--- src/rtl/dual_stream_fir_pkg.sv ---
package dual_stream_fir_pkg;

   localparam int NUM_STREAMS = 2;

   typedef enum logic {
      SLOT_S0 = 1'b0,
      SLOT_S1 = 1'b1
   } slot_e;

   // default 8-tap lowpass, Q1.15, tap 0 in the low bits
   localparam logic [8*16-1:0] DEFAULT_COEFS = {
      16'hFE00, 16'h0800, 16'h1400, 16'h2000,
      16'h2400, 16'h1800, 16'h0800, 16'hFC00
   };

endpackage

--- src/rtl/dsf_slot_ctrl.sv ---
module dsf_slot_ctrl
   import dual_stream_fir_pkg::*;
(
   input  logic  clk,
   input  logic  rst,
   input  logic  strobe,
   output logic  slot1_q,
   output slot_e active_slot
);
   // stream 1 owns the cycle after each strobe; a strobe always restarts at stream 0
   always_ff @(posedge clk) begin
      if (rst) slot1_q <= 1'b0;
      else     slot1_q <= strobe;
   end

   assign active_slot = (slot1_q && !strobe) ? SLOT_S1 : SLOT_S0;
endmodule

--- src/rtl/dsf_tap_line.sv ---
module dsf_tap_line #(
   parameter int DW    = 16,
   parameter int DEPTH = 7
) (
   input  logic                clk,
   input  logic                rst,
   input  logic                advance,
   input  logic [DW-1:0]       din,
   output logic [DEPTH*DW-1:0] hist
);
   generate
      if (DEPTH == 1) begin : g_single
         always_ff @(posedge clk) begin
            if (rst)          hist <= '0;
            else if (advance) hist <= din;
         end
      end else begin : g_chain
         always_ff @(posedge clk) begin
            if (rst)          hist <= '0;
            else if (advance) hist <= {hist[(DEPTH-1)*DW-1:0], din};
         end
      end
   endgenerate
endmodule

--- src/rtl/dsf_mac.sv ---
module dsf_mac #(
   parameter int              DW       = 16,
   parameter int              CW       = 16,
   parameter int              TAPS     = 8,
   parameter int              FRAC     = 15,
   parameter bit              ROUND_EN = 1'b1,
   parameter logic [TAPS*CW-1:0] COEFS = '0
) (
   input  logic signed [DW-1:0]        x_new,
   input  logic [(TAPS-1)*DW-1:0]      hist,
   output logic signed [DW-1:0]        y
);
   localparam int PW = DW + CW;
   localparam int AW = PW + $clog2(TAPS);
   localparam logic signed [AW-1:0] HALF = AW'(1) << (FRAC - 1);
   localparam logic signed [AW-1:0] MAXV = {{(AW-DW+1){1'b0}}, {(DW-1){1'b1}}};
   localparam logic signed [AW-1:0] MINV = {{(AW-DW+1){1'b1}}, {(DW-1){1'b0}}};

   logic signed [DW-1:0] tap_s [TAPS];
   logic signed [PW-1:0] prod  [TAPS];
   logic signed [AW-1:0] acc, biased, shifted;

   generate
      for (genvar k = 0; k < TAPS; k++) begin : g_tap
         if (k == 0) begin : g_new
            assign tap_s[k] = x_new;
         end else begin : g_old
            assign tap_s[k] = $signed(hist[(k-1)*DW +: DW]);
         end
         assign prod[k] = tap_s[k] * $signed(COEFS[k*CW +: CW]);
      end
   endgenerate

   always_comb begin
      acc = '0;
      for (int k = 0; k < TAPS; k++)
         acc = acc + {{(AW-PW){prod[k][PW-1]}}, prod[k]};
   end

   generate
      if (ROUND_EN) begin : g_round
         assign biased = acc + HALF;
      end else begin : g_trunc
         assign biased = acc;
      end
   endgenerate

   assign shifted = biased >>> FRAC;

   always_comb begin
      if (shifted > MAXV)      y = MAXV[DW-1:0];
      else if (shifted < MINV) y = MINV[DW-1:0];
      else                     y = shifted[DW-1:0];
   end
endmodule

--- src/rtl/dual_stream_fir.sv ---
module dual_stream_fir
   import dual_stream_fir_pkg::*;
#(
   parameter int                 DW       = 16,
   parameter int                 CW       = 16,
   parameter int                 TAPS     = 8,
   parameter int                 FRAC     = 15,
   parameter bit                 ROUND_EN = 1'b1,
   parameter logic [TAPS*CW-1:0] COEFS    = DEFAULT_COEFS
) (
   input  logic                 clk,
   input  logic                 rst,
   input  logic                 strobe,
   input  logic signed [DW-1:0] x0_in,
   input  logic signed [DW-1:0] x1_in,
   output logic signed [DW-1:0] y0_out,
   output logic signed [DW-1:0] y1_out,
   output logic                 out_valid
);
   localparam int HD = TAPS - 1;

   if (TAPS < 2)                 begin : g_bad_taps  $error("TAPS must be at least 2"); end
   if (DW < 2 || CW < 2)         begin : g_bad_width $error("DW and CW must be at least 2"); end
   if (FRAC < 1 || FRAC > DW + CW - 2) begin : g_bad_frac $error("FRAC out of range"); end
   if (NUM_STREAMS != 2)         begin : g_bad_nch   $error("slot control serves two streams"); end

   logic                 slot1_q;
   slot_e                active_slot;
   logic signed [DW-1:0] x1_hold_q;
   logic signed [DW-1:0] y0_part_q;
   logic [HD*DW-1:0]     hist0_q, hist1_q;
   logic signed [DW-1:0] mac_x;
   logic [HD*DW-1:0]     mac_hist;
   logic signed [DW-1:0] mac_y;
   logic                 adv0, adv1;

   dsf_slot_ctrl u_slot (
      .clk        (clk),
      .rst        (rst),
      .strobe     (strobe),
      .slot1_q    (slot1_q),
      .active_slot(active_slot)
   );

   assign adv0 = (active_slot == SLOT_S0) && strobe;
   assign adv1 = (active_slot == SLOT_S1);

   dsf_tap_line #(.DW(DW), .DEPTH(HD)) u_line0 (
      .clk(clk), .rst(rst), .advance(adv0), .din(x0_in), .hist(hist0_q)
   );

   dsf_tap_line #(.DW(DW), .DEPTH(HD)) u_line1 (
      .clk(clk), .rst(rst), .advance(adv1), .din(x1_hold_q), .hist(hist1_q)
   );

   assign mac_x    = (active_slot == SLOT_S1) ? x1_hold_q : x0_in;
   assign mac_hist = (active_slot == SLOT_S1) ? hist1_q   : hist0_q;

   dsf_mac #(
      .DW(DW), .CW(CW), .TAPS(TAPS), .FRAC(FRAC),
      .ROUND_EN(ROUND_EN), .COEFS(COEFS)
   ) u_mac (
      .x_new(mac_x), .hist(mac_hist), .y(mac_y)
   );

   always_ff @(posedge clk) begin
      if (rst) begin
         x1_hold_q <= '0;
         y0_part_q <= '0;
         y0_out    <= '0;
         y1_out    <= '0;
         out_valid <= 1'b0;
      end else begin
         out_valid <= adv1;
         if (adv0) begin
            x1_hold_q <= x1_in;
            y0_part_q <= mac_y;
         end
         if (adv1) begin
            y0_out <= y0_part_q;
            y1_out <= mac_y;
         end
      end
   end
endmodule

--- config.mk ---
export PLATFORM = sky130hd
export DESIGN_NAME = dual_stream_fir
export DESIGN_NICKNAME = d
export VERILOG_FILES = /design/src/rtl/dual_stream_fir_pkg.sv /design/src/rtl/dsf_slot_ctrl.sv /design/src/rtl/dsf_tap_line.sv /design/src/rtl/dsf_mac.sv /design/src/rtl/dual_stream_fir.sv
export SDC_FILE = /design/constraint.sdc
export NUM_CORES = 1
export LEC_CHECK = 0
export BUFFER_PORTS_ARGS = -buffer_cell sky130_fd_sc_hd__clkbuf_2
export CAP_MARGIN = 20
export CORE_UTILIZATION = 35
export DETAILED_ROUTE_END_ITERATION = 8
export PLACE_DENSITY = 0.56
export SLEW_MARGIN = 0
export SYNTH_ARGS = -nofsm -noshare
export SYNTH_HDL_FRONTEND = slang
export SYNTH_SLANG_ARGS = --single-unit
export TNS_END_PERCENT = 50
--- constraint.sdc ---
create_clock -name clk -period 12.29 [get_ports clk]
set_input_delay 1.229 -clock clk [delete_from_list [all_inputs] [get_ports clk]]
set_output_delay 1.229 -clock clk [all_outputs]
set_load 0.02 [all_outputs]
# Word-level counts from Yosys, hierarchy flattened
# Index checks and enable logic that the tools add are counted.
[totals]
reg_bits = 290
output_inout_bits = 33
word_cells = 32
[op_classes]
n_addsub = 10
n_mul = 3
order_cmp = 2
mux = 5
bitwise = 1
n_reduce_logical = 3
[ops]
columns = ["operator", "n"]
rows = [
  ["35-bit adder", 6],
  ["112-bit two-way mux", 1],
  ["16-bit two-way mux", 3],
  ["35-bit by 16-bit adder with 35-bit output (second input constant)", 1],
  ["32-bit by 27-bit adder with 33-bit output", 1],
  ["16-bit negation with 23-bit output", 1],
  ["16-bit negation with 22-bit output", 1],
  ["16-bit by 5-bit multiplier with 21-bit output (second input constant)", 1],
  ["20-bit by 16-bit > comparator with 1-bit output (second input constant)", 1],
  ["20-bit by 16-bit less-than comparator with 1-bit output (second input constant)", 1],
  ["16-bit by 4-bit multiplier with 20-bit output (second input constant)", 1],
  ["16-bit by 3-bit multiplier with 19-bit output (second input constant)", 1],
  ["1-bit logical AND", 2],
  ["1-bit zero test", 1],
  ["1-bit two-way mux", 1],
  ["1-bit NOT", 1],
]

# Depth between registers and ports, before layout
# Gate-level depths: netlist (run 1).
[depth]
word_depth = 16
ltp_mapped = 44
mapped_depth_nobuf = 37

# Hierarchy
# From an unflattened synthesis (run 1), not the netlist that was laid out.
[unflattened]
cells_unflattened = 2003
hier_area_um2 = 20166.8
[modules_own_cells]
columns = ["module", "n_inst", "cells_each", "area_per_inst_um2", "seq_area_each_um2"]
rows = [
  ["dsf_tap_line", 2, 361, 4040.1, 2242.2],
  ["dsf_mac", 1, 886, 7651.1, 0.0],
  ["dual_stream_fir", 1, 392, 4400.5, 1301.2],
  ["dsf_slot_ctrl", 1, 3, 35.0, 20.0],
]

# Worst setup path after synthesis (run 1)
# OpenSTA, ideal clock, no wires.
[synth_timing]
kind = "input to register"
startpoint = "input strobe"
endpoint = "register y0_part_q[10]"
arrival_time_ns = 10.112
required_ns = 12.199
setup_slack_ns = 2.087
stages = 43
cell_sequence = "buf_4 nor2b_1 clkbuf_1 buf_1 buf_2 buf_1 clkbuf_1 clkbuf_1 nand2_1 nand2_1 ha_1 ha_1 inv_1 fa_1 nor2b_1 o21ai_0 a21boi_0 o21ai_0 [... 7 more ...] fa_1 inv_1 fa_1 inv_1 fa_1 inv_1 ha_1 a21oi_1 o21ai_0 a2111oi_0 a21oi_1 o21a_1 o211ai_1 nor3b_2 a31o_2 buf_6 nand2_1 a311oi_1"
[synth_between]
elab_chain_len = 16
elab_cells_between_ends = 24
classes_between = "add/sub: 10; mul: 3; order compare: 2; mux: 5; bitwise: 1; reduce/logical: 3"
[synth_rtl]
columns = ["element", "line", "source"]
rows = [
  ["start: declaration", "dual_stream_fir.sv:13", "input logic strobe,"],
  ["1-bit zero test", "dsf_slot_ctrl.sv:16", "assign active_slot = (slot1_q && !strobe) ? SLOT_S1 : SLOT_S0;"],
  ["1-bit logical AND", "dsf_slot_ctrl.sv:16", ""],
  ["1-bit two-way mux", "dsf_slot_ctrl.sv:16", ""],
  ["16-bit two-way mux", "dual_stream_fir.sv:56", "assign mac_x = (active_slot == SLOT_S1) ? x1_hold_q : x0_in;"],
  ["16-bit negation with 22-bit output", "dsf_mac.sv:30", "assign prod[k] = tap_s[k] * $signed(COEFS[k*CW +: CW]);"],
  ["32-bit by 27-bit adder with 33-bit output", "dsf_mac.sv:37", "acc = acc + {{(AW-PW){prod[k][PW-1]}}, prod[k]};"],
  ["35-bit adder (6 in a row)", "dsf_mac.sv:37", ""],
  ["35-bit by 16-bit adder with 35-bit output", "dsf_mac.sv:42", "assign biased = acc + HALF;"],
  ["20-bit by 16-bit less-than comparator with 1-bit output", "dsf_mac.sv:52", "else if (shifted < MINV) y = MINV[DW-1:0];"],
  ["16-bit two-way mux", "dsf_mac.sv:52", ""],
  ["16-bit two-way mux", "dsf_mac.sv:51", "if (shifted > MAXV) y = MAXV[DW-1:0];"],
  ["end signal: assignment", "dual_stream_fir.sv:77", "y0_part_q <= mac_y;"],
  ["end: declaration", "dual_stream_fir.sv:30", "logic signed [DW-1:0] y0_part_q;"],
]
# Parallel ways exist; a longest one is shown, timed or not.
# A chain may end at the register's enable or synchronous reset.

# Worst setup path after layout (run 1)
[layout_timing]
startpoint = "input strobe"
endpoint = "register y1_out[3]"
[layout_between]
elab_chain_len = 16
elab_cells_between_ends = 22
classes_between = "add/sub: 10; mul: 3; order compare: 2; mux: 5; reduce/logical: 2"
[layout_rtl]
columns = ["element", "line", "source"]
rows = [
  ["1-bit zero test *", "dsf_slot_ctrl.sv:16", ""],
  ["1-bit logical AND *", "dsf_slot_ctrl.sv:16", ""],
  ["1-bit two-way mux *", "dsf_slot_ctrl.sv:16", ""],
  ["16-bit two-way mux", "dual_stream_fir.sv:56", ""],
  ["16-bit negation with 22-bit output", "dsf_mac.sv:30", ""],
  ["32-bit by 27-bit adder with 33-bit output", "dsf_mac.sv:37", ""],
  ["35-bit adder (6 in a row)", "dsf_mac.sv:37", ""],
  ["35-bit by 16-bit adder with 35-bit output", "dsf_mac.sv:42", ""],
  ["20-bit by 16-bit less-than comparator with 1-bit output", "dsf_mac.sv:52", ""],
  ["16-bit two-way mux", "dsf_mac.sv:52", ""],
  ["16-bit two-way mux", "dsf_mac.sv:51", ""],
  ["end signal: assignment", "dual_stream_fir.sv:81", "y1_out <= mac_y;"],
  ["end: declaration", "dual_stream_fir.sv:17", "output logic signed [DW-1:0] y1_out,"],
]
# Every way passes the cells marked *; elsewhere a longest branch is shown, timed or not.

==> metrics.cfg, run 1 <==
[global_routing]
grt_pass1_vias = 14891
grt_pass1_wl_um = 77800
antenna_found_initial = 0
grt_overflow_total = 0
globalRouteTotalUtil = 0.172
grt_max_degree = 114

[timing]
max_freq_mhz = 96.2
fin_worst_skew_ns = 0.0168
drv_slew = 0
fin_crit_ns = 10.39
rsz0062_at_grt = no
setup_viol = 0
tightest_slew_ns = 1.07
fin_crit_sh = 0.845
hold_ws_ns = 0.452
setup_tns_ns = 0
setup_slack_ns = 1.90
finalHoldViolations = 0
slew_headroom = 0.275

[worst_setup_path]
slowest_delay_ns = 0.64
cp_max_fo = 74
timing.reg2reg.setup_slack_ns = 2.48
cp-start-kind = primary input
crit_arrival_ns = 10.84
critPathRequiredTime_ns = 12.74
cpMostUsedCell = inv_1
r2r_cells = 37
crit_type = in -> reg
cp_slowest_cell = buf_4
endpoint_kind = flip-flop
r2r-start = u_slot.slot1_q$_SDFF_PP0_
timing.rr.end = y1_out[3]$_SDFFE_PP0N_

[cts]
cts.clk_slew.worst_paths_ns = 0.06
insertion_delay_ns = 0.56
cts-buffers-inserted = 36
htree_num_levels = 2
clock-sinks = 290
clock-root-buffer = clkbuf_16
clockBufferDepth = 3
cts_tree = built
ctsResizeCount = 0
post-cts-setup-buffers = 0
cts_hold_buffers = 0

[die]
die_h_um = 237
die_area_mm2 = 0.0563
io_pins = 68
core-area_mm2 = 0.0542
start_util = 0.357
rows = 85
die_w_um = 237

[synth]
syn_area_per_cell_um2 = 8.25
yosys.cell_types.count = 53
synth_area_mm2 = 0.0194
yosysSeqAreaShare = 0.299
async_reset_ff_frac = 0
syn_nets = 2629
ys_warn_count = 0
syn_inst = 2349
synth_edf_count = 0
ys_seq_elements = 290
synthFlopType = dfxtp_1

[placed_design]
gp_congestion = 0.875
postPlaceCellArea_mm2 = 0.0203
dp_hpwl_um = 36100
pre_cts_ws_ns = 1.05
portBuffers = 67
place_inst = 3014

[layout]
multi_input_area_mm2 = 0.0123
final_cell_mix = nand2_1, dfxtp_1, inv_1
final-seq-area_mm2 = 0.00581
fillers = 5560
layout_commonest_cell = nand2_1
final_cells = 3080
syn2layout_area_growth_pct = 11.2
n_antenna_cell = 0
final_area_mm2 = 0.0216
final_layout_size_suffix_gt1_frac = 0.0667
nets = 2637

[routing]
viasPerCell = 4.95
num_vias = 15256
wl_per_cell_um = 15.6
ant_nets = 0
drtPass1Iterations = 5
wirelength_um = 48100
drc = 0
drt-initial-drc-count = 776

[min_path]
hold_class = reg -> reg
whs_path_depth = 2
hold_end = y0_out[15]$_SDFFE_PP0N_
min-delay-start = y0_out[15]$_SDFFE_PP0N_

[status]
status = completed

[pwr]
ir_drop_uv = 89.1
power_density_mw_per_mm2 = 145
leakage_nw = 9.95

[job]
max_cap_viol_count = 0

## worst max-delay path by stage
stage | start | endpoint
after detailed placement | strobe | y0_part_q[7]$_SDFFE_PP0P_
final | strobe | y1_out[3]$_SDFFE_PP0N_
after floorplan | strobe | y0_part_q[10]$_SDFFE_PP0P_
after CTS | strobe | y0_part_q[7]$_SDFFE_PP0P_
after global placement | strobe | y0_part_q[2]$_SDFFE_PP0P_
after global routing | strobe | y1_out[3]$_SDFFE_PP0N_
## metrics by stage
step | power [mW] | util
finish | 3.14 | 0.398
global route | 3.35 | 0.398
CTS | 3.17 | 0.397
detailed placement | 2.04 | 0.375
global placement | 2.03 | 0.374
floorplan | 1.78 | -
## final cells by class
type / instances / area share
multi-input cells: 1712 / 0.570
flip-flops and latches: 290 / 0.269
clock buffers: 47 / 0.0470
inverters: 233 / 0.0405
well taps: 696 / 0.0404
repair buffers: 84 / 0.0227
clock inverters: 18 / 0.0103
## routing by layer
| metal | vias to the layer above | part of all wire | track usage |
|---|---|---|---|
| li1 | 7772 | - | - |
| met1 | 7161 | 0.52 | 0.252 |
| met2 | 266 | 0.42 | 0.259 |
| met3 | 57 | 0.049 | 0.0303 |
| met4 | 0 | 0.018 | 0.0420 |
| met5 | - | 0 | 0 |
## state kept, by name, summed over array words and instances, names as in the netlist
name and flops:
u_line0.hist 112, y0_part_q 16, out_valid 1, u_line1.hist 112, u_slot.slot1_q 1, x1_hold_q 16
y0_out 16, y1_out 16
## Yosys cell counts, types with 30 or more instances
cell,count,area share
a21boi_0,66,0.026
a21oi_1,185,0.048
a311oi_1,32,0.014
clkbuf_1,94,0.018
dfxtp_1,290,0.30
fa_1,110,0.11
ha_1,135,0.087
inv_1,233,0.045
mux2i_1,146,0.075
nand2_1,413,0.080
nand3_1,30,0.0077
nor2_1,221,0.043
nor3_1,62,0.016
o21ai_0,46,0.012
xnor2_1,78,0.035
xor2_1,43,0.019
## power by group
group,switching (mW),internal (mW),total [mW]
sequential,0.0283,0.984,1.01
combinational,0.643,0.373,1.02
clock,0.438,0.670,1.11
## critical path, delay by kind of cell
family          cells  cell delay [ns]
fa+ha+maj           8             3.27
xor+xnor            1             0.29
simple gates       10             1.92
compound gates     11             2.65
buf+inv             8             1.40
## cell families (layout without fill, tap and decap cells)
| group | count (synthesis) | after routing | share of synthesized area |
|---|---|---|---|
| adder cells (fa/ha/maj) | 245 | 245 | 0.201 |
| multiplexers | 147 | 147 | 0.0761 |
| buffers and inverters | 347 | 382 | 0.0680 |
| AND/OR/NAND/NOR | 780 | 780 | 0.165 |
| XOR/XNOR | 121 | 121 | 0.0547 |
| AO/OA/AOI/OAI | 419 | 419 | 0.136 |
| flip-flops | 290 | 290 | 0.299 |
(Power assumes the default switching activity.)
==> run 2: changes to the inputs <==
Clock period 12.29 ns to 10.9 ns, I/O delays scaled along.
==> run 2 against run 1 <==
  * Worst setup slack worse by 0.65 ns
  * Cell area up 0.17%
  * Clock skew up 0.012 ns
  * Flip-flop and latch count unchanged
  * Worst hold slack about the same
  * Global-route usage up 0.31 points
  * Critical path type unchanged
  * Critical endpoint unchanged
  * Largest power group unchanged
==> metrics.cfg, run 2 (synthesis results as in run 1) <==
[status]
status = completed

[cts]
htree_num_levels = 2  ; unchanged
cts_hold_buffers = 0  ; unchanged
clock-root-buffer = clkbuf_16
clockBufferDepth = 3  ; unchanged
post-cts-setup-buffers = 0  ; unchanged
cts_tree = built
clock-sinks = 290  ; unchanged
ctsResizeCount = 0  ; unchanged
cts.clk_slew.worst_paths_ns = 0.05  ; about the same
insertion_delay_ns = 0.56  ; about the same
cts-buffers-inserted = 37  ; +2.8%

[worst_setup_path]
crit_type = in -> reg
worst-path-buf-inv = 7  ; -1
slowest_delay_ns = 0.55  ; -0.09 ns
endpoint_kind = flip-flop
cp-start-kind = primary input
crit_arrival_ns = 10.10  ; -0.74 ns
cp_max_fo = 77  ; +4.1%
critPathRequiredTime_ns = 11.34  ; -1.40 ns
critical_path.top_delay_family = compound AO/OA/AOI/OAI gates
cp_slowest_cell = fa_1

[global_routing]
antenna_found_initial = 0  ; unchanged
grt_max_degree = 109  ; -4.4%
grt_pass1_vias = 15346  ; +3.1%
grt_overflow_total = 0  ; unchanged
globalRouteTotalUtil = 0.175  ; +0.00307
grt_pass1_wl_um = 80100  ; +2.9%

[min_path]
hold_class = reg -> reg

[layout]
final_area_mm2 = 0.0216  ; +0.17%
syn2layout_area_growth_pct = 11.4
nets = 2640  ; +0.11%
final_util = 0.398  ; +0.000692
layout_commonest_cell = nand2_1
fillers = 5542  ; -0.32%
final_cells = 3082  ; +0.065%
largestRegisters = u_line0.hist: 112 flops, u_line1.hist: 112 flops
final_cell_mix = nand2_1, dfxtp_1, inv_1
final_layout_size_suffix_gt1_frac = 0.0671  ; +0.000391

[routing]
wl_per_cell_um = 15.8  ; +1.3%
drtPass1Iterations = 5  ; unchanged
ant_nets = 0  ; unchanged
num_vias = 15464  ; +1.4%
drt-initial-drc-count = 1041  ; +34%
wirelength_um = 48800  ; +1.3%
viasPerCell = 5.02  ; +1.3%
drc = 0  ; unchanged

[placed_design]
portBuffers = 67  ; unchanged
postPlaceCellArea_mm2 = 0.0204  ; +0.22%
dp_hpwl_um = 36200  ; about the same
gp_congestion = 0.868  ; -0.77%
place_inst = 3015  ; +0.033%

[timing]
fin_crit_ns = 9.66
fin_worst_skew_ns = 0.0285  ; +0.0117 ns
slew_headroom = 0.310  ; +0.0347
fin_crit_sh = 0.886
max_freq_mhz = 104
finalHoldViolations = 0  ; unchanged
setup_viol = 0  ; unchanged
tightest_slew_ns = 1.03  ; -0.0380 ns
rsz0062_at_grt = no
drv_slew = 0  ; unchanged
setup_tns_ns = 0  ; unchanged

[pwr]
power_density_mw_per_mm2 = 163  ; +12%
power_mw = 3.52  ; +12%
ir_drop_uv = 103  ; +16%
leakage_nw = 9.97  ; +0.27%

[die]
die_w_um = 237  ; unchanged
die_area_mm2 = 0.0563  ; unchanged
rows = 85  ; unchanged
io_pins = 68  ; unchanged
start_util = 0.357  ; unchanged
die_h_um = 237  ; unchanged
core-area_mm2 = 0.0542  ; unchanged

[job]
max_cap_viol_count = 0  ; unchanged

-- run 2: worst reg2reg max path: cells and delay by family, from the launching register on --
| kind | cells | cell delay, ns |
|---|---|---|
| and+or+nand+nor | 5 | 1.22 |
| AOI/OAI and AO/OA | 18 | 3.90 |
| xor gates and xnor gates | 1 | 0.18 |
| buffers and inverters | 6 | 0.75 |
| DFF | 1 | 0.46 |
| adders and majority gates | 6 | 2.81 |
-- run 2: worst paths after layout --
kind | slack (ns) | endpoint | cells past startpoint | startpoint
worst max-delay path | 1.24 | y1_out[3]$_SDFFE_PP0N_ | 37 | strobe
worst min-delay path | 0.45 | y0_out[10]$_SDFFE_PP0N_ | 2 | y0_out[10]$_SDFFE_PP0N_
worst max register to register | 1.46 | y1_out[3]$_SDFFE_PP0N_ | 36 | u_slot.slot1_q$_SDFF_PP0_
worst min register to register | 0.45 | y0_out[10]$_SDFFE_PP0N_ | 2 | y0_out[10]$_SDFFE_PP0N_
-- run 2: routing by layer --
layer / global-route usage / wire (um) / share of wire / up-vias
met5: 0 / 0 / 0 / -
met4: 0.0403 / 824 / 0.017 / 0
met3: 0.0242 / 2430 / 0.050 / 54
met2: 0.267 / 20800 / 0.43 / 272
met1: 0.259 / 24800 / 0.51 / 7360
li1: - / - / - / 7778
-- run 2: final cells by class --
| class | instances | area [um2] | share of cell area |
|---|---|---|---|
| Antenna cell | 1 | 2.50 | 0.000116 |
| Clock buffer | 48 | 1040 | 0.0481 |
| Sequential cell | 290 | 5810 | 0.269 |
| Timing Repair Buffer | 86 | 539 | 0.0250 |
| Multi-Input combinational cell | 1712 | 12300 | 0.569 |
| Clock inverter | 16 | 181 | 0.00840 |
| Inverter | 233 | 875 | 0.0405 |
| Tap cell | 696 | 871 | 0.0403 |
-- run 2: per-stage QoR --
stage | hold WS (ns) | worst slack (ns)
2_1_floorplan | 0.432 | 0.836
3_3_place_gp | 0.444 | 0.774
3_5_place_dp | 0.447 | 0.596
4_1_cts | 0.456 | 1.14
5_1_grt | 0.468 | 0.537
6_report | 0.452 | 1.24
-- run 2: where the power goes --
part	internal [mW]	switching (mW)	leakage (nW)
clock	0.744	0.488	0.596
combinational	0.423	0.724	7.03
sequential	1.11	0.0325	2.35
